$ cat src/rtl/bscan_pkg.sv
package bscan_pkg;
   typedef enum logic [1:0] {
      BS_FUNC    = 2'b00,
      BS_OBSERVE = 2'b01,
      BS_DRIVE   = 2'b10,
      BS_SPARE   = 2'b11
   } bs_mode_e;

   localparam int unsigned STAGES_PER_PIN = 2;
endpackage

$ cat src/rtl/bscan_pin_stages.sv
module bscan_pin_stages (
   input  logic clk,
   input  logic rst_n,
   input  logic capture_en,
   input  logic shift_en,
   input  logic update_en,
   input  logic sin,
   input  logic cap_ctl,
   input  logic cap_dat,
   output logic sout,
   output logic upd_ctl,
   output logic upd_dat
);
   logic ctl_q;
   logic dat_q;

   always_ff @(posedge clk or negedge rst_n) begin
      if (!rst_n) begin
         ctl_q <= 1'b0;
         dat_q <= 1'b0;
      end else if (capture_en) begin
         ctl_q <= cap_ctl;
         dat_q <= cap_dat;
      end else if (shift_en) begin
         ctl_q <= sin;
         dat_q <= ctl_q;
      end
   end

   always_ff @(posedge clk or negedge rst_n) begin
      if (!rst_n) begin
         upd_ctl <= 1'b0;
         upd_dat <= 1'b0;
      end else if (update_en) begin
         upd_ctl <= ctl_q;
         upd_dat <= dat_q;
      end
   end

   assign sout = dat_q;


   capture_load_chk: assert property (@(posedge clk) disable iff (!rst_n)
      capture_en |=> (ctl_q == $past(cap_ctl)) && (dat_q == $past(cap_dat)));


   shift_order_chk: assert property (@(posedge clk) disable iff (!rst_n)
      (shift_en && !capture_en) |=> (ctl_q == $past(sin)) && (dat_q == $past(ctl_q)));


   latch_hold_chk: assert property (@(posedge clk) disable iff (!rst_n)
      !update_en |=> $stable(upd_ctl) && $stable(upd_dat));


   update_presift_chk: assert property (@(posedge clk) disable iff (!rst_n)
      update_en |=> (upd_ctl == $past(ctl_q)) && (upd_dat == $past(dat_q)));
endmodule

$ cat src/rtl/bscan_pad_mux.sv
module bscan_pad_mux
   import bscan_pkg::*;
#(
   parameter bit HAS_PULLUP = 1'b1
) (
   input  logic     clk,
   input  logic     rst_n,
   input  bs_mode_e mode,
   input  logic     core_oe,
   input  logic     core_do,
   input  logic     core_pue,
   input  logic     upd_ctl,
   input  logic     upd_dat,
   output logic     pad_oe,
   output logic     pad_do,
   output logic     pad_pu
);
   logic drive_sel;
   logic test_active;

   assign drive_sel   = (mode == BS_DRIVE);
   assign test_active = (mode == BS_DRIVE) || (mode == BS_OBSERVE);

   always_comb begin
      if (drive_sel) begin
         pad_oe = upd_ctl;
         pad_do = upd_dat;
      end else begin
         pad_oe = core_oe;
         pad_do = core_do;
      end
   end

   generate
      if (HAS_PULLUP) begin : g_pullup
         assign pad_pu = core_pue & ~test_active;
      end else begin : g_no_pullup
         logic unused_pue;
         assign unused_pue = core_pue;
         assign pad_pu     = 1'b0;
      end
   endgenerate


   pullup_off_chk: assert property (@(posedge clk) disable iff (!rst_n)
      (mode == BS_OBSERVE || mode == BS_DRIVE) |-> !pad_pu);


   observe_follow_chk: assert property (@(posedge clk) disable iff (!rst_n)
      (mode == BS_OBSERVE) |-> (pad_oe == core_oe) && (pad_do == core_do));


   drive_latch_chk: assert property (@(posedge clk) disable iff (!rst_n)
      (mode == BS_DRIVE) |-> (pad_oe == upd_ctl) && (pad_do == upd_dat));
endmodule

$ cat src/rtl/bidir_bscan_segment.sv
module bidir_bscan_segment
   import bscan_pkg::*;
#(
   parameter int unsigned NUM_PINS   = 2,
   parameter bit          HAS_PULLUP = 1'b1
) (
   input  logic                tck,
   input  logic                trst_n,
   input  logic [1:0]          mode,
   input  logic                capture_dr,
   input  logic                shift_dr,
   input  logic                update_dr,
   input  logic                scan_in,
   output logic                scan_out,
   input  logic [NUM_PINS-1:0] core_oe,
   input  logic [NUM_PINS-1:0] core_do,
   input  logic [NUM_PINS-1:0] core_pue,
   output logic [NUM_PINS-1:0] core_di,
   input  logic [NUM_PINS-1:0] pad_di,
   output logic [NUM_PINS-1:0] pad_do,
   output logic [NUM_PINS-1:0] pad_oe,
   output logic [NUM_PINS-1:0] pad_pu
);
   localparam int unsigned CHAIN_LEN = NUM_PINS * STAGES_PER_PIN;

   generate
      if (NUM_PINS < 1) begin : g_bad_pins
         $error("bidir_bscan_segment: NUM_PINS must be at least 1");
      end
      if (CHAIN_LEN != 2 * NUM_PINS) begin : g_bad_len
         $error("bidir_bscan_segment: each pin needs exactly two stages");
      end
   endgenerate

   bs_mode_e            mode_e;
   logic [NUM_PINS:0]   link;
   logic [NUM_PINS-1:0] upd_ctl;
   logic [NUM_PINS-1:0] upd_dat;

   assign mode_e   = bs_mode_e'(mode);
   assign link[0]  = scan_in;
   assign scan_out = link[NUM_PINS];
   assign core_di  = pad_di;

   generate
      for (genvar i = 0; i < NUM_PINS; i++) begin : g_pin
         bscan_pin_stages u_stages (
            .clk        (tck),
            .rst_n      (trst_n),
            .capture_en (capture_dr),
            .shift_en   (shift_dr),
            .update_en  (update_dr),
            .sin        (link[i]),
            .cap_ctl    (core_oe[i]),
            .cap_dat    (pad_di[i]),
            .sout       (link[i+1]),
            .upd_ctl    (upd_ctl[i]),
            .upd_dat    (upd_dat[i])
         );

         bscan_pad_mux #(
            .HAS_PULLUP (HAS_PULLUP)
         ) u_mux (
            .clk      (tck),
            .rst_n    (trst_n),
            .mode     (mode_e),
            .core_oe  (core_oe[i]),
            .core_do  (core_do[i]),
            .core_pue (core_pue[i]),
            .upd_ctl  (upd_ctl[i]),
            .upd_dat  (upd_dat[i]),
            .pad_oe   (pad_oe[i]),
            .pad_do   (pad_do[i]),
            .pad_pu   (pad_pu[i])
         );
      end
   endgenerate


   func_pass_chk: assert property (@(posedge tck) disable iff (!trst_n)
      (mode_e == BS_FUNC || mode_e == BS_SPARE) |->
         (pad_oe == core_oe) && (pad_do == core_do) && (pad_pu == (HAS_PULLUP ? core_pue : '0)));


   input_return_chk: assert property (@(posedge tck) disable iff (!trst_n)
      core_di == pad_di);
endmodule

$ cat config.mk
export PLATFORM = sky130hd
export DESIGN_NAME = bidir_bscan_segment
export DESIGN_NICKNAME = d
export VERILOG_FILES = /design/src/rtl/bscan_pkg.sv /design/src/rtl/bscan_pin_stages.sv /design/src/rtl/bscan_pad_mux.sv /design/src/rtl/bidir_bscan_segment.sv
export SDC_FILE = /design/constraint.sdc
export NUM_CORES = 1
export LEC_CHECK = 0
export BUFFER_PORTS_ARGS = -buffer_cell sky130_fd_sc_hd__buf_2
export CAP_MARGIN = 40
export CORE_AREA = 5 5 42 44
export DETAILED_ROUTE_END_ITERATION = 16
export DIE_AREA = 0 0 47 49
export PLACE_DENSITY = 0.67
export SLEW_MARGIN = 20
export SYNTH_ARGS = -nofsm -noshare
export SYNTH_HDL_FRONTEND = slang
export SYNTH_SLANG_ARGS = --single-unit
$ cat constraint.sdc
create_clock -name tck -period 0.9 [get_ports tck]
set_clock_uncertainty 0.05 [all_clocks]
set_input_delay 0.09 -clock tck [delete_from_list [all_inputs] [get_ports tck]]
set_output_delay 0.09 -clock tck [all_outputs]
set_load 0.01 [all_outputs]
==> impl_metrics.yaml, run 1 <==
sta:
  report.final.setup_viol: 7
  rsz0062_at_grt: "true"
  fin_crit_sh_pct: 127
  slew_viol_final: 0
  hold_ws_ns: 0.0219
  maxSlewHeadroom_pct: 88.7
  period_minus_slack_ns: 1.14
  fin_ws_ns: -0.245
  fin_setup_tns_ns: -1.13
  fmax_mhz: 874
  hold_viol: 0
  worst_pin_slew_ns: 0.165
clocking:
  numCtsBuffers: 3
  clk_pin_slew_worst_paths_ns: 0.05
  tritoncts: "built"
  clk_latency_ns: 0.24
  clk_path_buf_depth: 2
  htreeDepth: 1
  cts_root_buffer: "clkbuf_4"
  cts_sinks: 8
global_routing:
  overflow: 0
  grt_pass1_vias: 325
  antenna_found_initial: 0
  grt_pass1_wl_mm: 1.44
  grt_start_max_net_pins: 9
  gr-usage-all-layers_pct: 9.03
synth:
  async_flop_share_pct: 100
  ys_ff_latch: 8
  synthSimpleGateAreaFrac_pct: 5.91
  synth_largest_area_cell: "dfrtp_1"
  synth_area_um2: 465
  synth_fp_nets: 58
  yosysWarnings: 0
  post_synth_fa_ha_maj_area_fraction_pct: 2.69
  synth_top_family_by_area: "multiplexers"
  synth_compound_area_share_pct: 4.30
  ys_seq_area_share_pct: 43.0
  ys_top_cells_by_count: "buf_4 (8), dfrtp_1 (8), mux2_2 (8)"
  synth-xor-area-share_pct: 0
  synth_top_area_share_pct: 43.0
  synth_flop_cell: "dfrtp_1"
  synth_cell_types: 10
  synth_edf_count: 0
  ys_top_cells_by_area: "dfrtp_1 (43%), mux2_2 (19%), buf_4 (13%), mux2i_1 (8.6%), o21ai_1 (4.3%)"
  syn_area_per_cell_um2: 11.4
  yosys-mux-area-fraction_pct: 28.0
  postSynthCellCount: 41
power_and_ir_drop:
  power.density_nw_per_um2: 1500
  ir_drop_v: 0.000804
  leakage_nw: 0.337
  total_power_mw: 0.962
drt:
  wl_um: 892
  vias: 344
  post_drt_wl_per_cell_um: 11.3
  viasPerCell: 4.35
  drc: 0
  route.antenna.remaining_nets: 0
  drt_iter0_drc: 0
  drt_first_pass_iters: 1
layout:
  diodes: 0
  final_core_util_pct: 45.8
  drive_gt1_share_pct: 63.5
  synthToLayoutAreaGrowth_pct: 37.9
  stdcell_count: 79
  final_nets: 82
run:
  drv_cap: 0
die:
  start_util_pct: 33.2
  die_w_um: 47
  num_rows: 14
  die_y_um: 49
  coreArea_um2: 1400
  io_pins: 25
  die_area_um2: 2300
worst_hold_path:
  worst_hold_path.num_cells: 3
  hp-class: "in -> reg"
  worstHoldEndpoint: "g_pin[1].u_stages.sout"
  hp-start: "pad_di[1]"
worst_setup_path:
  r2r-end: "g_pin[1].u_stages.upd_dat"
  rrSetupSlack_ns: -0.13
  start_kind: "flop"
  crit_path_end_kind: "primary output"
  path_max_fanout: 2
  required_ns: 0.76
  arrival_ns: 1.00
  timing.rr.start: "g_pin[1].u_stages.upd_dat"
  path_class: "reg -> out"
  r2r_cells: 3
placed_design:
  place_congestion: 0.688
  dp.cells: 72
  io_buffers: 24
run_status:
  status: "finished with violations"
  violations: "setup timing"
[per-layer routing]
layer | GRT usage [%] | vias up | routed length [µm]
met1 | 11.5 | 152 | 387
li1 | - | 175 | -
met3 | 4.06 | 2 | 83
met2 | 12.0 | 15 | 411
met4 | 5.53 | 0 | 10
met5 | 0 | - | 0
[registers in the layout (all words and copies together) (netlist names)]
| name | cells |
|---|---|
| g_pin.u_stages.sout | 2 |
| g_pin.u_stages.upd_ctl | 2 |
| g_pin.u_stages.ctl_q | 2 |
| g_pin.u_stages.upd_dat | 2 |
[cell usage in the layout (no fill, tap or decap)]
cell type and n:
and2_1 2, buf_2 20, buf_4 3, buf_6 4
clkbuf_4 3, dfrtp_1 8, dlygate4sd3_1 1, ha_4 1
inv_2 1, mux2_2 4, mux2_4 4, mux2i_1 4
nand2_1 4, o21ai_1 4
[cell families (layout without fill, tap and decap cells)]
logic type      Yosys count  after routing
mux                      12             12
fa+ha+maj                 1              1
flops                     8              8
compound gates            4              4
buf+inv                  10             32
simple gates              6              6
[timing repair]
action / 4_1_cts / 5_1_grt
endpoints found under the setup margin: 5 / 7
hold endpoints to repair: 8 / 0
hold buffers: 1 / 0
buffers inserted: 1 / 2
resized for setup: 8 / 1
[report_power, final]
part / switching [mW] / internal (mW) / leakage [nW] / total, mW
Sequential: 0.0277 / 0.405 / 0.0972 / 0.433
Clock: 0.109 / 0.152 / 0.0138 / 0.261
Combinational: 0.0994 / 0.169 / 0.226 / 0.268
Total: 0.236 / 0.725 / 0.337 / 0.962
[worst max-delay path by stage]
| stage | startpoint | endpoint | slack [ns] | cells past startpoint |
|---|---|---|---|---|
| 2_1_floorplan | mode[0] | pad_do[0] | 0.006 | 4 |
| 3_3_place_gp | mode[0] | pad_oe[0] | -0.13 | 5 |
| 3_5_place_dp | mode[0] | pad_oe[0] | -0.12 | 5 |
| 4_1_cts | g_pin[1].u_stages.upd_ctl | pad_oe[1] | -0.25 | 2 |
| 5_1_grt | g_pin[1].u_stages.upd_ctl | pad_oe[1] | -0.28 | 2 |
| 6_report | g_pin[1].u_stages.upd_dat | pad_do[1] | -0.24 | 2 |
[per-stage QoR]
step / setup WS (ns) / cell area, µm²
after floorplan: 0.00634 / 478
after global placement: -0.130 / 547
after detailed placement: -0.125 / 547
after CTS: -0.253 / 627
after global routing: -0.284 / 642
final: -0.245 / 642
[final cells by class]
cell class | instances | area [µm²]
fillers | 142 | 759
clock buffers | 3 | 22.5
well taps | 16 | 20.0
multi-input cells | 23 | 218
flip-flops and latches | 8 | 200
repair buffers | 28 | 178
inverters | 1 | 3.75
[worst max-delay path: stages (launching register included)]
cell and delay, ns:
dfrtp_1 0.38, mux2_4 0.26, buf_6 0.12
(Power assumes the default switching activity.)
==> inputs of run 2 (changes only) <==
PLACE_DENSITY = default   (was 0.67)
clock period = 1.4 ns   (was 0.9 ns; I/O delays follow)
==> impl_metrics.yaml, run 2 (synthesis results as in run 1) <==
sta:
  report.final.setup_viol: 0
  hold_viol: 0
  hold_ws_ns: 0.0651
  rsz0062_at_grt: "false"
  fin_setup_tns_ns: 0
  worst_pin_slew_ns: 0.195
  slew_viol_final: 0
  fmax_mhz: 828
  period_minus_slack_ns: 1.21
  fin_crit_sh_pct: 86.2
  maxSlewHeadroom_pct: 87.0
die:
  coreArea_um2: 1400
  num_rows: 14
  start_util_pct: 33.2
  die_w_um: 47
  io_pins: 25
  die_area_um2: 2300
  die_y_um: 49
worst_setup_path:
  worstSetupEndpoint: "pad_oe[0]"
  crit_start: "mode[0]"
  timing.rr.start: "g_pin[1].u_stages.sout"
  required_ns: 1.21
  path_class: "in -> out"
  crit_path_end_kind: "primary output"
  rrSetupSlack_ns: 0.57
  path_max_fanout: 4
  start_kind: "input port"
  r2r-end: "g_pin[1].u_stages.upd_dat"
  r2r_cells: 1
  arrival_ns: 1.02
layout:
  layout.area.seq_um2: 200
  final_cell_mix: "buf_2 (24), mux2_2 (8), dfrtp_1 (8)"
  drive_gt1_share_pct: 58.3
  final_nets: 79
  stdcell_count: 76
  multiInputGateArea_um2: 190
  final_common_cell: "buf_2"
  diodes: 0
  synthToLayoutAreaGrowth_pct: 21.8
  fillCellCount: 158
clocking:
  clk_path_buf_depth: 2
  cts_root_buffer: "clkbuf_4"
  tritoncts: "built"
  ctsHoldBuffers: 1
  clk_pin_slew_worst_paths_ns: 0.05
  post_cts_resized: 0
  numCtsBuffers: 3
  htreeDepth: 1
  cts_sinks: 8
  clk_latency_ns: 0.25
  postCtsSetupBuffers: 0
drt:
  viasPerCell: 4.37
  drt_first_pass_iters: 2
  route.antenna.remaining_nets: 0
  post_drt_wl_per_cell_um: 11.3
  wl_um: 859
  drc: 0
  drt_iter0_drc: 1
  vias: 332
placed_design:
  place_congestion: 0.689
  dp.cells: 72
  dp_hpwl_um: 720
  io_buffers: 24
worst_hold_path:
  hp-class: "in -> reg"
run:
  drv_cap: 0
global_routing:
  gr-usage-all-layers_pct: 8.69
  grt_pass1_wl_mm: 1.44
  grt_pass1_vias: 323
  overflow: 0
  grt_start_max_net_pins: 9
  antenna_found_initial: 0
power_and_ir_drop:
  leakage_nw: 0.300
  total_power_mw: 0.571
  power.density_nw_per_um2: 1010
  ir_drop_v: 0.000493
run_status:
  status: "finished, final reports clean"
## run 2: cell count changes in the layout (fill, tap and decap cells not counted), sizes merged
| cell | previous run | this run |
|---|---|---|
| buf | 27 | 24 |
## run 2: power by group
part           internal [mW]  switching [mW]  leakage (nW)
Combinational         0.0707          0.0541         0.189
Clock                 0.0977          0.0722        0.0138
Sequential             0.260          0.0163        0.0972
## run 2: area by class of cell
class                           count  area share [%]
Clock buffer                        3            3.97
Tap cell                           16            3.53
Timing Repair Buffer               25            23.0
Sequential cell                     8            35.3
Multi-Input combinational cell     23            33.6
Inverter                            1           0.662
## run 2: per-layer routing
layer | track usage (%) | vias up | wire, µm
li1 | - | 170 | -
met5 | 0 | - | 0
met2 | 12.9 | 10 | 459
met4 | 2.76 | 0 | 0
met1 | 10.5 | 152 | 342
met3 | 4.80 | 0 | 57
## run 2: worst min path at each step
| stage | startpoint | to | depth (start not counted) |
|---|---|---|---|
| after floorplan | trst_n | g_pin[0].u_stages.ctl_q | 0 |
| after global placement | trst_n | g_pin[1].u_stages.sout | 1 |
| after detailed placement | trst_n | g_pin[1].u_stages.sout | 1 |
| after CTS | pad_di[0] | g_pin[0].u_stages.sout | 3 |
| after global routing | core_oe[0] | g_pin[0].u_stages.ctl_q | 3 |
| final | pad_di[0] | g_pin[0].u_stages.sout | 3 |
## run 2: critical path: stages
cell,delay [ns]
buf_2,0.10
inv_1,0.04
ha_1,0.24
mux2_2,0.36
buf_2,0.14
## run 2: through the flow
step	utilization (%)	worst slack, ns	cell area, µm²
4_1_cts	40.4	0.176	567
6_report	40.4	0.193	567
3_5_place_dp	38.1	0.183	534
3_3_place_gp	38.1	0.183	534
5_1_grt	40.4	0.133	567
2_1_floorplan	-	0.350	465
